==> config.mk <==
export PLATFORM = sky130hd
export DESIGN_NAME = srx_slot_rx
export DESIGN_NICKNAME = d
export VERILOG_FILES = /design/src/rtl/srx_pkg.sv /design/src/rtl/srx_slot_count.sv /design/src/rtl/srx_edge_hunt.sv /design/src/rtl/srx_bit_sampler.sv /design/src/rtl/srx_slot_rx.sv
export SDC_FILE = /design/constraint.sdc
export NUM_CORES = 1
export LEC_CHECK = 0
export BUFFER_PORTS_ARGS = -buffer_cell sky130_fd_sc_hd__buf_4
export CAP_MARGIN = 25
export CORE_MARGIN = 8
export CORE_UTILIZATION = 50
export CTS_CLUSTER_DIAMETER = 40
export DETAILED_ROUTE_END_ITERATION = 6
export PLACE_DENSITY = 0.7
export SETUP_SLACK_MARGIN = 0.4
export SKIP_CTS_REPAIR_TIMING = 1
export SLEW_MARGIN = 0
export SYNTH_ARGS = -nofsm -noshare
export SYNTH_HDL_FRONTEND = slang
export SYNTH_SLANG_ARGS = --single-unit
==> constraint.sdc <==
create_clock -name clk -period 4.5 [get_ports clk]
set_input_delay 0.225 -clock clk [delete_from_list [all_inputs] [get_ports clk]]
set_output_delay 0.225 -clock clk [all_outputs]
set_load 0.02 [all_outputs]
==> src/rtl/srx_pkg.sv <==
// Shared types for the slot-timed serial receiver.
// Assumes: all users compile this package first.
package srx_pkg;

    // Listening state of the start-edge hunter.
    typedef enum logic {
        HUNT_IDLE  = 1'b0,
        HUNT_ARMED = 1'b1
    } hunt_state_e;

    // Activity of the bit sampler.
    typedef enum logic {
        SMP_IDLE  = 1'b0,
        SMP_SHIFT = 1'b1
    } smp_state_e;

endpackage

==> src/rtl/srx_slot_count.sv <==
// Counts fixed-length slots from the frame strobe and pulses slot_open_o
// one cycle when the slot named by slot_idx_i begins.
// Assumes: sof_i is synchronous to clk; slot_idx_i is static within a frame.
module srx_slot_count #(
    parameter int SLOT_CLKS = 320,
    parameter int SLOT_W    = 3
) (
    input  logic              clk,
    input  logic              rst_n,
    input  logic              sof_i,
    input  logic [SLOT_W-1:0] slot_idx_i,
    output logic              slot_open_o
);
    localparam int CW = $clog2(SLOT_CLKS);

    logic              counting;
    logic [CW-1:0]     clk_cnt;
    logic [SLOT_W-1:0] slot_cnt;

    // Advance the clock and slot counters; fire once on reaching our slot.
    always_ff @(posedge clk) begin
        if (!rst_n) begin
            counting    <= 1'b0;
            clk_cnt     <= '0;
            slot_cnt    <= '0;
            slot_open_o <= 1'b0;
        end else begin
            slot_open_o <= 1'b0;
            if (sof_i) begin
                counting <= 1'b1;
                clk_cnt  <= '0;
                slot_cnt <= '0;
            end else if (counting) begin
                if (slot_cnt == slot_idx_i) begin
                    slot_open_o <= 1'b1;
                    counting    <= 1'b0;
                end else if (clk_cnt == CW'(SLOT_CLKS - 1)) begin
                    clk_cnt  <= '0;
                    slot_cnt <= slot_cnt + 1'b1;
                end else begin
                    clk_cnt <= clk_cnt + 1'b1;
                end
            end
        end
    end

endmodule

==> src/rtl/srx_edge_hunt.sv <==
// Listens for the start-bit falling edge during a bounded window after the
// slot opens. Emits start_o combinationally on the detecting edge, or a
// registered err_o pulse when the window closes empty.
// Assumes: line_i is already synchronous to clk (common clock domain).
module srx_edge_hunt #(
    parameter int TMO_W = 12
) (
    input  logic             clk,
    input  logic             rst_n,
    input  logic             sof_i,
    input  logic             slot_open_i,
    input  logic             line_i,
    input  logic [TMO_W-1:0] tmo_i,
    output logic             start_o,
    output logic             armed_o,
    output logic             err_o
);
    import srx_pkg::*;

    hunt_state_e      state;
    logic             line_d;
    logic [TMO_W-1:0] wait_cnt;

    assign armed_o = (state == HUNT_ARMED);
    // High-to-low transition seen while armed and no strobe this cycle.
    assign start_o = armed_o && line_d && !line_i && !sof_i;

    // Track the line, the window counter and the listening state.
    always_ff @(posedge clk) begin
        if (!rst_n) begin
            state    <= HUNT_IDLE;
            line_d   <= 1'b1;
            wait_cnt <= '0;
            err_o    <= 1'b0;
        end else begin
            line_d <= line_i;
            err_o  <= 1'b0;
            if (sof_i) begin
                state <= HUNT_IDLE;
            end else if (slot_open_i) begin
                state    <= HUNT_ARMED;
                wait_cnt <= '0;
            end else if (state == HUNT_ARMED) begin
                if (start_o) begin
                    state <= HUNT_IDLE;
                end else if (wait_cnt == tmo_i) begin
                    err_o <= 1'b1;
                    state <= HUNT_IDLE;
                end else begin
                    wait_cnt <= wait_cnt + 1'b1;
                end
            end
        end
    end

endmodule

==> src/rtl/srx_bit_sampler.sv <==
// Times each bit from the start edge and shifts the line in, MSB first,
// at a fixed offset inside every bit. Presents the word with a valid pulse.
// Assumes: BIT_CLKS is a power of two; abort_i outranks start_i.
module srx_bit_sampler #(
    parameter int DATA_BITS = 32,
    parameter int BIT_CLKS  = 8
) (
    input  logic                        clk,
    input  logic                        rst_n,
    input  logic                        abort_i,
    input  logic                        start_i,
    input  logic                        line_i,
    input  logic [$clog2(BIT_CLKS)-1:0] ofs_i,
    output logic                        busy_o,
    output logic [DATA_BITS-1:0]        word_o,
    output logic                        valid_o
);
    import srx_pkg::*;

    localparam int PH_W  = $clog2(BIT_CLKS);
    localparam int CNT_W = $clog2(BIT_CLKS * (DATA_BITS + 1));
    localparam int HI_W  = CNT_W - PH_W;
    localparam logic [HI_W-1:0] LAST_BIT = HI_W'(DATA_BITS);

    smp_state_e           state;
    logic [CNT_W-1:0]     cnt;
    logic [PH_W-1:0]      ofs_q;
    logic [DATA_BITS-1:0] shreg;
    logic                 sample;
    logic                 last;

    assign busy_o = (state == SMP_SHIFT);
    // Sample point: chosen phase of any bit period after the start bit.
    assign sample = busy_o && (cnt[PH_W-1:0] == ofs_q) && (cnt[CNT_W-1:PH_W] != '0);
    assign last   = sample && (cnt[CNT_W-1:PH_W] == LAST_BIT);

    // Run the bit timer, collect samples and publish the finished word.
    always_ff @(posedge clk) begin
        if (!rst_n) begin
            state   <= SMP_IDLE;
            cnt     <= '0;
            ofs_q   <= '0;
            shreg   <= '0;
            word_o  <= '0;
            valid_o <= 1'b0;
        end else begin
            valid_o <= 1'b0;
            if (abort_i) begin
                state <= SMP_IDLE;
            end else if (start_i) begin
                state <= SMP_SHIFT;
                cnt   <= CNT_W'(1);
                ofs_q <= ofs_i;
            end else if (busy_o) begin
                cnt <= cnt + 1'b1;
                if (sample) begin
                    shreg <= {shreg[DATA_BITS-2:0], line_i};
                end
                if (last) begin
                    state   <= SMP_IDLE;
                    valid_o <= 1'b1;
                    word_o  <= {shreg[DATA_BITS-2:0], line_i};
                end
            end
        end
    end

endmodule

==> src/rtl/srx_slot_rx.sv <==
// Top of the slot-timed serial receiver: slot counter, start-edge hunter
// and bit sampler in a chain, all restarted by the frame strobe.
// Assumes: every node shares clk; inputs are synchronous to it.
module srx_slot_rx #(
    parameter int DATA_BITS = 32,
    parameter int BIT_CLKS  = 8,
    parameter int SLOT_CLKS = 320,
    parameter int SLOT_W    = 3,
    parameter int TMO_W     = 12
) (
    input  logic                        clk,
    input  logic                        rst_n,
    input  logic                        sof_i,
    input  logic                        line_i,
    input  logic [SLOT_W-1:0]           slot_idx_i,
    input  logic [$clog2(BIT_CLKS)-1:0] samp_ofs_i,
    input  logic [TMO_W-1:0]            tmo_i,
    output logic [DATA_BITS-1:0]        word_o,
    output logic                        valid_o,
    output logic                        err_o
);
    logic slot_open;
    logic start_seen;
    logic hunt_armed;
    logic rx_busy;

    srx_slot_count #(
        .SLOT_CLKS (SLOT_CLKS),
        .SLOT_W    (SLOT_W)
    ) u_slot (
        .clk         (clk),
        .rst_n       (rst_n),
        .sof_i       (sof_i),
        .slot_idx_i  (slot_idx_i),
        .slot_open_o (slot_open)
    );

    srx_edge_hunt #(
        .TMO_W (TMO_W)
    ) u_hunt (
        .clk         (clk),
        .rst_n       (rst_n),
        .sof_i       (sof_i),
        .slot_open_i (slot_open),
        .line_i      (line_i),
        .tmo_i       (tmo_i),
        .start_o     (start_seen),
        .armed_o     (hunt_armed),
        .err_o       (err_o)
    );

    srx_bit_sampler #(
        .DATA_BITS (DATA_BITS),
        .BIT_CLKS  (BIT_CLKS)
    ) u_smp (
        .clk     (clk),
        .rst_n   (rst_n),
        .abort_i (sof_i),
        .start_i (start_seen),
        .line_i  (line_i),
        .ofs_i   (samp_ofs_i),
        .busy_o  (rx_busy),
        .word_o  (word_o),
        .valid_o (valid_o)
    );

endmodule

==> out/qor.csv, run 1 <==
stage,metric,value,unit
placed_design,gp_congestion,0.8554,
sta,setup_viol,0,
hold_path,hp-class,input port to flip-flop,
clocking,cts_tree,done,
pwr,leakagePower,1.877,nW
routing,routedWlPerCell,13.33,um
setup_path,end_kind,flip-flop,
placed_design,place_hpwl,6147,um
routing,ant_nets,0,
clocking,cts.sinks,106,
setup_path,r2r_cells,5,
sta,final_max_slew_viol_count,0,
cells_and_area,drive_above_1_share,0.1387,
sta,rsz0062_at_grt,no,
floorplan,dieHeight,110,um
pwr,irDropWorstVdd,0.2163,mV
sta,slew_headroom,0.3894,
logic_synthesis,avgSynthCellArea,8.629,um2
sta,setup_tns,0,ns
cells_and_area,fin_util,0.5842,
floorplan,fp.dieW,110,um
sta,min_period_over_period,0.5125,
floorplan,ios,56,
hold_path,hold_depth,2,
sta,fin_crit,2.306,ns
cells_and_area,fill_cells,778,
pwr,cellPowerDensity,310.4,nW/um2
sta,worstMarginPinSlew,0.9158,ns
grt,grt_max_degree,58,
logic_synthesis,synth_seq_cells,106,
floorplan,initial_core_util,0.5116,
clocking,cts_htree_levels,3,
floorplan,core,8636,um2
setup_path,crit_required,4.74,ns
setup_path,cp_slowest_stage_delay,0.89,ns
grt,grtUsageTotal,0.1497,
sta,fmaxAchievable,0.4336,GHz
setup_path,path_class,flip-flop to flip-flop,
setup_path,arrival,2.54,ns
routing,first_iter_violations,121,
setup_path,cpMaxStageDelayCell,and3_2,
logic_synthesis,synthArstFlopShare,0,
grt,grt_pass1_vias,3307,
setup_path,cp_max_fo,31,
clocking,clock-root-buffer,clkbuf_8,
logic_synthesis,synth_edf_count,0,
logic_synthesis,syn_inst,512,
grt,grt_overflow,0,
logic_synthesis,ys_seq_area_frac,0.4803,
sta,hold_viol,0,
setup_path,startpoint_type,flip-flop,
logic_synthesis,synthDistinctLibCells,44,
grt,grt_antenna_before_repair,0,
routing,dr.pass1.iters,4,
cells_and_area,area_growth,14.19,%
floorplan,design.die.area,12100,um2
clocking,clockBufferDepth,2,
cells_and_area,insertedDiodeCount,0,
clocking,path_clk_slew,0.11,ns
logic_synthesis,synth_area,4418,um2
logic_synthesis,synth-main-ff-cell,dfxtp_1,
cells_and_area,fin_nets,576,
clocking,cts_made_buffers,9,
logic_synthesis,syn_nets,538,
job,max_cap_viol_count,0,
grt,grt_pass1_wl,14910,um
routing,vias,3510,
placed_design,place.port_buffers,55,
setup_path,crit_chain,xor2_1 > nor3_1 > and3_2 > mux2i_1 > nor2_1,
routing,drc,0,
sta,finClkSkew,0.01449,ns
outcome,status,"complete, no violations",
clocking,clk_latency,0.36,ns
routing,wirelength,8835,um
floorplan,rows,34,
routing,viasPerCell,5.294,
logic_synthesis,yosys_warnings,0,
-- critical path, delay by kind of cell, from the launching register on --
kind             cells  cell delay, ns
XOR/XNOR             1            0.17
flip-flops           1            0.37
multiplexers         1            0.28
AND/OR/NAND/NOR      3            1.36
-- flip-flops by register name, indices dropped and copies added, names as in the netlist, 3 cells and up --
signal / count
u_smp.word_o: 32
u_hunt.wait_cnt: 12
u_smp.ofs_q: 3
u_slot.clk_cnt: 9
u_slot.slot_cnt: 3
u_smp.cnt: 9
u_smp.shreg: 31
-- layout by cell type, fill, tap and decap left out, types with 3 or more instances in the layout --
cell,n
a21oi_1,43
and3_1,9
nand3_1,11
o21ai_0,5
ha_1,4
nand2_1,90
dfxtp_1,106
o311ai_0,4
mux2i_1,33
nand2b_1,4
nor2_1,66
or3_1,4
inv_1,7
nor4_1,5
buf_4,57
a31oi_1,6
inv_6,3
clkbuf_8,9
xor2_1,31
nand4_1,19
-- area by class of cell --
| class | instances | area [um2] | share of cell area |
|---|---|---|---|
| clock buffers | 9 | 123.9 | 0.02455 |
| clock inverters | 7 | 77.57 | 0.01538 |
| inverters | 8 | 30.03 | 0.005952 |
| multi-input cells | 367 | 2113 | 0.4189 |
| flip-flops and latches | 106 | 2122 | 0.4206 |
| well taps | 108 | 135.1 | 0.02679 |
| repair buffers | 58 | 442.9 | 0.08780 |
-- Yosys cell counts (2+ instances only) --
| cell type | instances | area share |
|---|---|---|
| xnor2_1 | 2 | 0.0040 |
| buf_2 | 5 | 0.0057 |
| and3_1 | 10 | 0.014 |
| and2_1 | 2 | 0.0028 |
| nand4_1 | 19 | 0.027 |
| o21ai_0 | 5 | 0.0057 |
| nand2b_1 | 4 | 0.0057 |
| o22ai_1 | 2 | 0.0028 |
| nor2_1 | 66 | 0.056 |
| buf_6 | 4 | 0.010 |
| or3_1 | 4 | 0.0057 |
| dfxtp_1 | 106 | 0.48 |
| mux2i_1 | 33 | 0.075 |
| a311o_1 | 2 | 0.0045 |
| a31oi_1 | 6 | 0.0085 |
| nand3_1 | 11 | 0.012 |
| a21oi_1 | 43 | 0.049 |
| a211oi_1 | 2 | 0.0034 |
| o21ai_1 | 2 | 0.0023 |
| xor2_1 | 31 | 0.061 |
| nor3b_1 | 2 | 0.0034 |
| o211ai_1 | 2 | 0.0034 |
| inv_1 | 7 | 0.0059 |
| o31a_1 | 2 | 0.0040 |
| ha_1 | 4 | 0.011 |
| nand2_1 | 90 | 0.076 |
| nor4_1 | 5 | 0.0071 |
| o311ai_0 | 4 | 0.0079 |
| clkbuf_1 | 21 | 0.018 |
| nor3_1 | 2 | 0.0023 |
-- final timing paths --
kind              startpoint            endpoint  slack, ns
max             u_smp.cnt[0]      u_smp.shreg[9]       2.19
min                   line_i       u_hunt.line_d       0.11
max reg2reg     u_smp.cnt[0]      u_smp.shreg[9]       2.19
min reg2reg  u_slot.counting  u_slot.slot_open_o       0.45
-- logic make-up (layout without fill, tap and decap cells) --
| logic type | count (synthesis) | in the layout | share of synthesized area |
|---|---|---|---|
| AO/OA/AOI/OAI | 76 | 76 | 0.1028 |
| XOR/XNOR | 33 | 33 | 0.06542 |
| adder cells (fa/ha/maj) | 4 | 4 | 0.01133 |
| buffers and inverters | 39 | 82 | 0.04163 |
| flip-flops | 106 | 106 | 0.4803 |
| multiplexers | 33 | 33 | 0.07477 |
| AND/OR/NAND/NOR | 221 | 221 | 0.2237 |
-- per-layer routing --
metal / part of all wire / vias up / track usage
li1: - / 1828 / -
met1: 0.48 / 1600 / 0.1897
met4: 0.0093 / 0 / 0.05304
met5: 0 / - / 0
met3: 0.053 / 6 / 0.02616
met2: 0.46 / 76 / 0.2504
-- where the power goes --
part	internal (mW)	switching [mW]
Combinational	0.0201	0.0329
Clock	0.221	0.352
Sequential	0.939	0.00124
Total	1.18	0.386
-- through the flow --
stage	hold WS [ns]	setup WS, ns	cells	cell area (um2)	total power [mW]
final	0.1065	2.194	663	5045	1.566
after global routing	0.1081	2.044	663	5045	1.634
after CTS	0.08711	2.171	663	5045	1.582
after detailed placement	0.4317	2.179	647	4843	1.015
after global placement	0.4225	2.081	646	4828	1.014
after floorplan	0.3265	2.643	512	4418	0.9919
(Power assumes the default switching activity.)
==> inputs of run 2 (changes only) <==
- clock period: 4.5 -> 2.3 ns (I/O delays scaled with it)
==> run 2 against run 1 <==
The run now ends with hold timing left. Via count rose by 3.7%. Count of clock-buffer cells in the layout did not move. Cell count rose by 1.8%. Register-to-register slack got worse by 1.7 ns. Sequential power rose by 96%. Design area rose by 3.3%.
==> out/qor.csv, run 2 (synthesis gave the netlist of run 1 again) <==
stage,metric,value,unit,change
sta,rsz0062_at_grt,yes,,
setup_path,startpoint_type,flip-flop,,
routing,viasPerCell,5.391,,+1.8%
clocking,cts_htree_levels,3,,unchanged
cells_and_area,layout_common_cells,"103 x dfxtp_1, 90 x nand2_1, 65 x nor2_1",,
pwr,pwr-share-comb,0.036,,+0.002
routing,wirelength,9462,um,+7.1%
cells_and_area,fin_util,0.6034,,+0.01927
pwr,p_clk_frac,0.378,,+0.012
cells_and_area,largest_reg_flops,32,,unchanged
hold_path,min_from,samp_ofs_i[0],,
clocking,path_clk_slew,0.10,ns,about the same
floorplan,design.die.area,12100,um2,unchanged
setup_path,crit_chain,xor2_1 > nor4_2 > and3_2 > o311a_1 > o31a_1,,
sta,hold_viol,2,,+2
outcome,status,"finished, violations left",,
setup_path,cp_max_fo,12,,-61%
sta,worstMarginPinSlew,0.6794,ns,-0.2364 ns
pwr,leakagePower,1.944,nW,+3.5%
placed_design,dp_cells,652,,+0.77%
setup_path,cp_slowest_stage_delay,0.52,ns,-0.37 ns
grt,grt_pass1_vias,3408,,+3.1%
sta,fin_crit,1.845,ns,-0.4611 ns
pwr,irDropWorstVdd,0.2741,mV,+27%
setup_path,worstReg2RegStart,u_hunt.wait_cnt[6],,
routing,first_iter_violations,152,,+26%
pwr,p_int,2.405,mW,+100%
setup_path,cpMaxStageDelayCell,dfxtp_1,,
sta,whs,-0.01315,ns,-0.1196 ns
placed_design,place_hpwl,6164,um,+0.29%
clocking,clockBufferDepth,2,,unchanged
floorplan,dieHeight,110,um,unchanged
sta,finClkSkew,0.02085,ns,+0.006359 ns
grt,grt_max_degree,64,,+10%
floorplan,rows,34,,unchanged
hold_path,holdPathEnd,u_smp.ofs_q[0],,
setup_path,path_class,flip-flop to flip-flop,,
routing,drc,0,,unchanged
grt,grt_overflow,0,,unchanged
grt,grt_antenna_before_repair,0,,unchanged
setup_path,r2r_cells,5,,unchanged
cells_and_area,fin_nets,588,,+2.1%
placed_design,gp_congestion,0.8428,,-1.5%
hold_path,hold_depth,3,,+1
sta,slew_headroom,0.5440,,+0.1546
floorplan,core,8636,um2,unchanged
grt,grtUsageTotal,0.1527,,+0.002997
grt,grt_util_met2,0.2560,,+0.005565
pwr,cellPowerDensity,601.9,nW/um2,+94%
cells_and_area,final_common_cell,dfxtp_1,,
setup_path,crit_required,2.55,ns,-2.19 ns
setup_path,cp_num_buf_inv,0,,unchanged
setup_path,arrival,2.10,ns,-0.44 ns
clocking,cts.sinks,106,,unchanged
setup_path,critPathTopFamily,compound AO/OA/AOI/OAI gates,,
pwr,pwr-share-seq,0.587,,-0.014
sta,min_period_over_period,0.8022,,+0.2897
routing,vias,3639,,+3.7%
cells_and_area,fin_cells,675,,+1.8%
grt,grt_pass1_wl,15190,um,+1.9%
setup_path,r2r_end,u_hunt.wait_cnt[7],,
clocking,clk_latency,0.37,ns,about the same
setup_path,reg2reg_slack,0.46,ns,-1.74 ns
floorplan,ios,56,,unchanged
routing,routedWlPerCell,14.02,um,+5.2%
cells_and_area,regMostFlops,u_smp.word_o,,
cells_and_area,top_regs,"u_smp.word_o x32, u_smp.shreg x31, u_hunt.wait_cnt x12",,
job,max_cap_viol_count,0,,unchanged
sta,fmaxAchievable,0.5420,GHz,+25%
setup_path,end_kind,flip-flop,,
clocking,clock-root-buffer,clkbuf_8,,
grt,busiest_layer,met2,,
sta,final_max_slew_viol_count,0,,unchanged
floorplan,initial_core_util,0.5116,,unchanged
clocking,cts_tree,done,,
grt,grt_util_met1,0.1878,,-0.001920
cells_and_area,drive_above_1_share,0.1711,,+0.03234
sta,setup_tns,0,ns,unchanged
routing,dr.pass1.iters,4,,unchanged
placed_design,place.port_buffers,55,,unchanged
cells_and_area,area_growth,17.96,%,
clocking,cts_made_buffers,9,,unchanged
pwr,switching_share,0.2333,,-0.01310
grt,use_met3,0.03023,,+0.004070
hold_path,hp-class,input port to flip-flop,,
routing,ant_nets,0,,unchanged
pwr,netSwitchingPower,731.8,uW,+90%
cells_and_area,insertedDiodeCount,0,,unchanged
floorplan,fp.dieW,110,um,unchanged
sta,setup_viol,0,,unchanged
outcome,failed_checks,hold timing,,
## run 2: cell types whose count changed in the layout (fill, tap and decap cells not counted), sizes merged
cell	previous run	this run
inv	12	11
dlygate4sd3	0	2
bufinv	0	1
buf	58	65
and3	10	13
## run 2: power groups by stage
| stage | Combinational [mW] | Clock, mW | Sequential, mW |
|---|---|---|---|
| 4_1_cts | 0.108 | 1.22 | 1.84 |
| 5_1_grt | 0.122 | 1.28 | 1.84 |
| 3_5_place_dp | 0.107 | 0 | 1.88 |
| 2_1_floorplan | 0.0590 | 0 | 1.88 |
| 3_3_place_gp | 0.105 | 0 | 1.88 |
| 6_report | 0.112 | 1.18 | 1.84 |
## run 2: worst max-delay path by stage
stage                        from            endpoint  slack, ns  cells past startpoint
2_1_floorplan        u_smp.cnt[4]     u_smp.shreg[20]       0.44                      7
3_3_place_gp         u_smp.cnt[4]      u_smp.shreg[2]       0.23                      5
3_5_place_dp         u_smp.cnt[4]     u_smp.shreg[10]       0.17                      5
4_1_cts              u_smp.cnt[4]     u_smp.shreg[27]       0.18                      5
5_1_grt              u_smp.cnt[4]     u_smp.shreg[27]       0.37                      5
6_report       u_hunt.wait_cnt[6]  u_hunt.wait_cnt[7]       0.46                      5
## run 2: layout make-up
type,instances,area [um2]
sequential,106,2126
timing repair buffer,67,524.3
clock inverter,7,85.08
clock buffer,9,123.9
inverter,8,30.03
fill,752,3425
tap,108,135.1
multi-input combinational,370,2187
## run 2: stage by stage
stage	power [mW]	cell area, um2	hold WS [ns]	setup WS, ns
after floorplan	1.941	4418	0.2165	0.4431
after global placement	1.987	4886	0.3513	0.2273
after detailed placement	1.990	4886	0.3504	0.1688
after CTS	3.165	5095	-0.03284	0.1751
after global routing	3.242	5211	0.0004221	0.3715
final	3.137	5211	-0.01315	0.4550
## run 2: tightest hold or removal path, cell delays in order
cell,delay [ns]
buf_4,0.11
nand2_1,0.04
a21oi_1,0.05
## run 2: metal layers
metal  part of all wire  vias to the layer above
met5                  0                        -
met4             0.0092                        0
met3              0.054                       10
met2               0.47                       80
met1               0.47                     1695
li1                   -                     1854
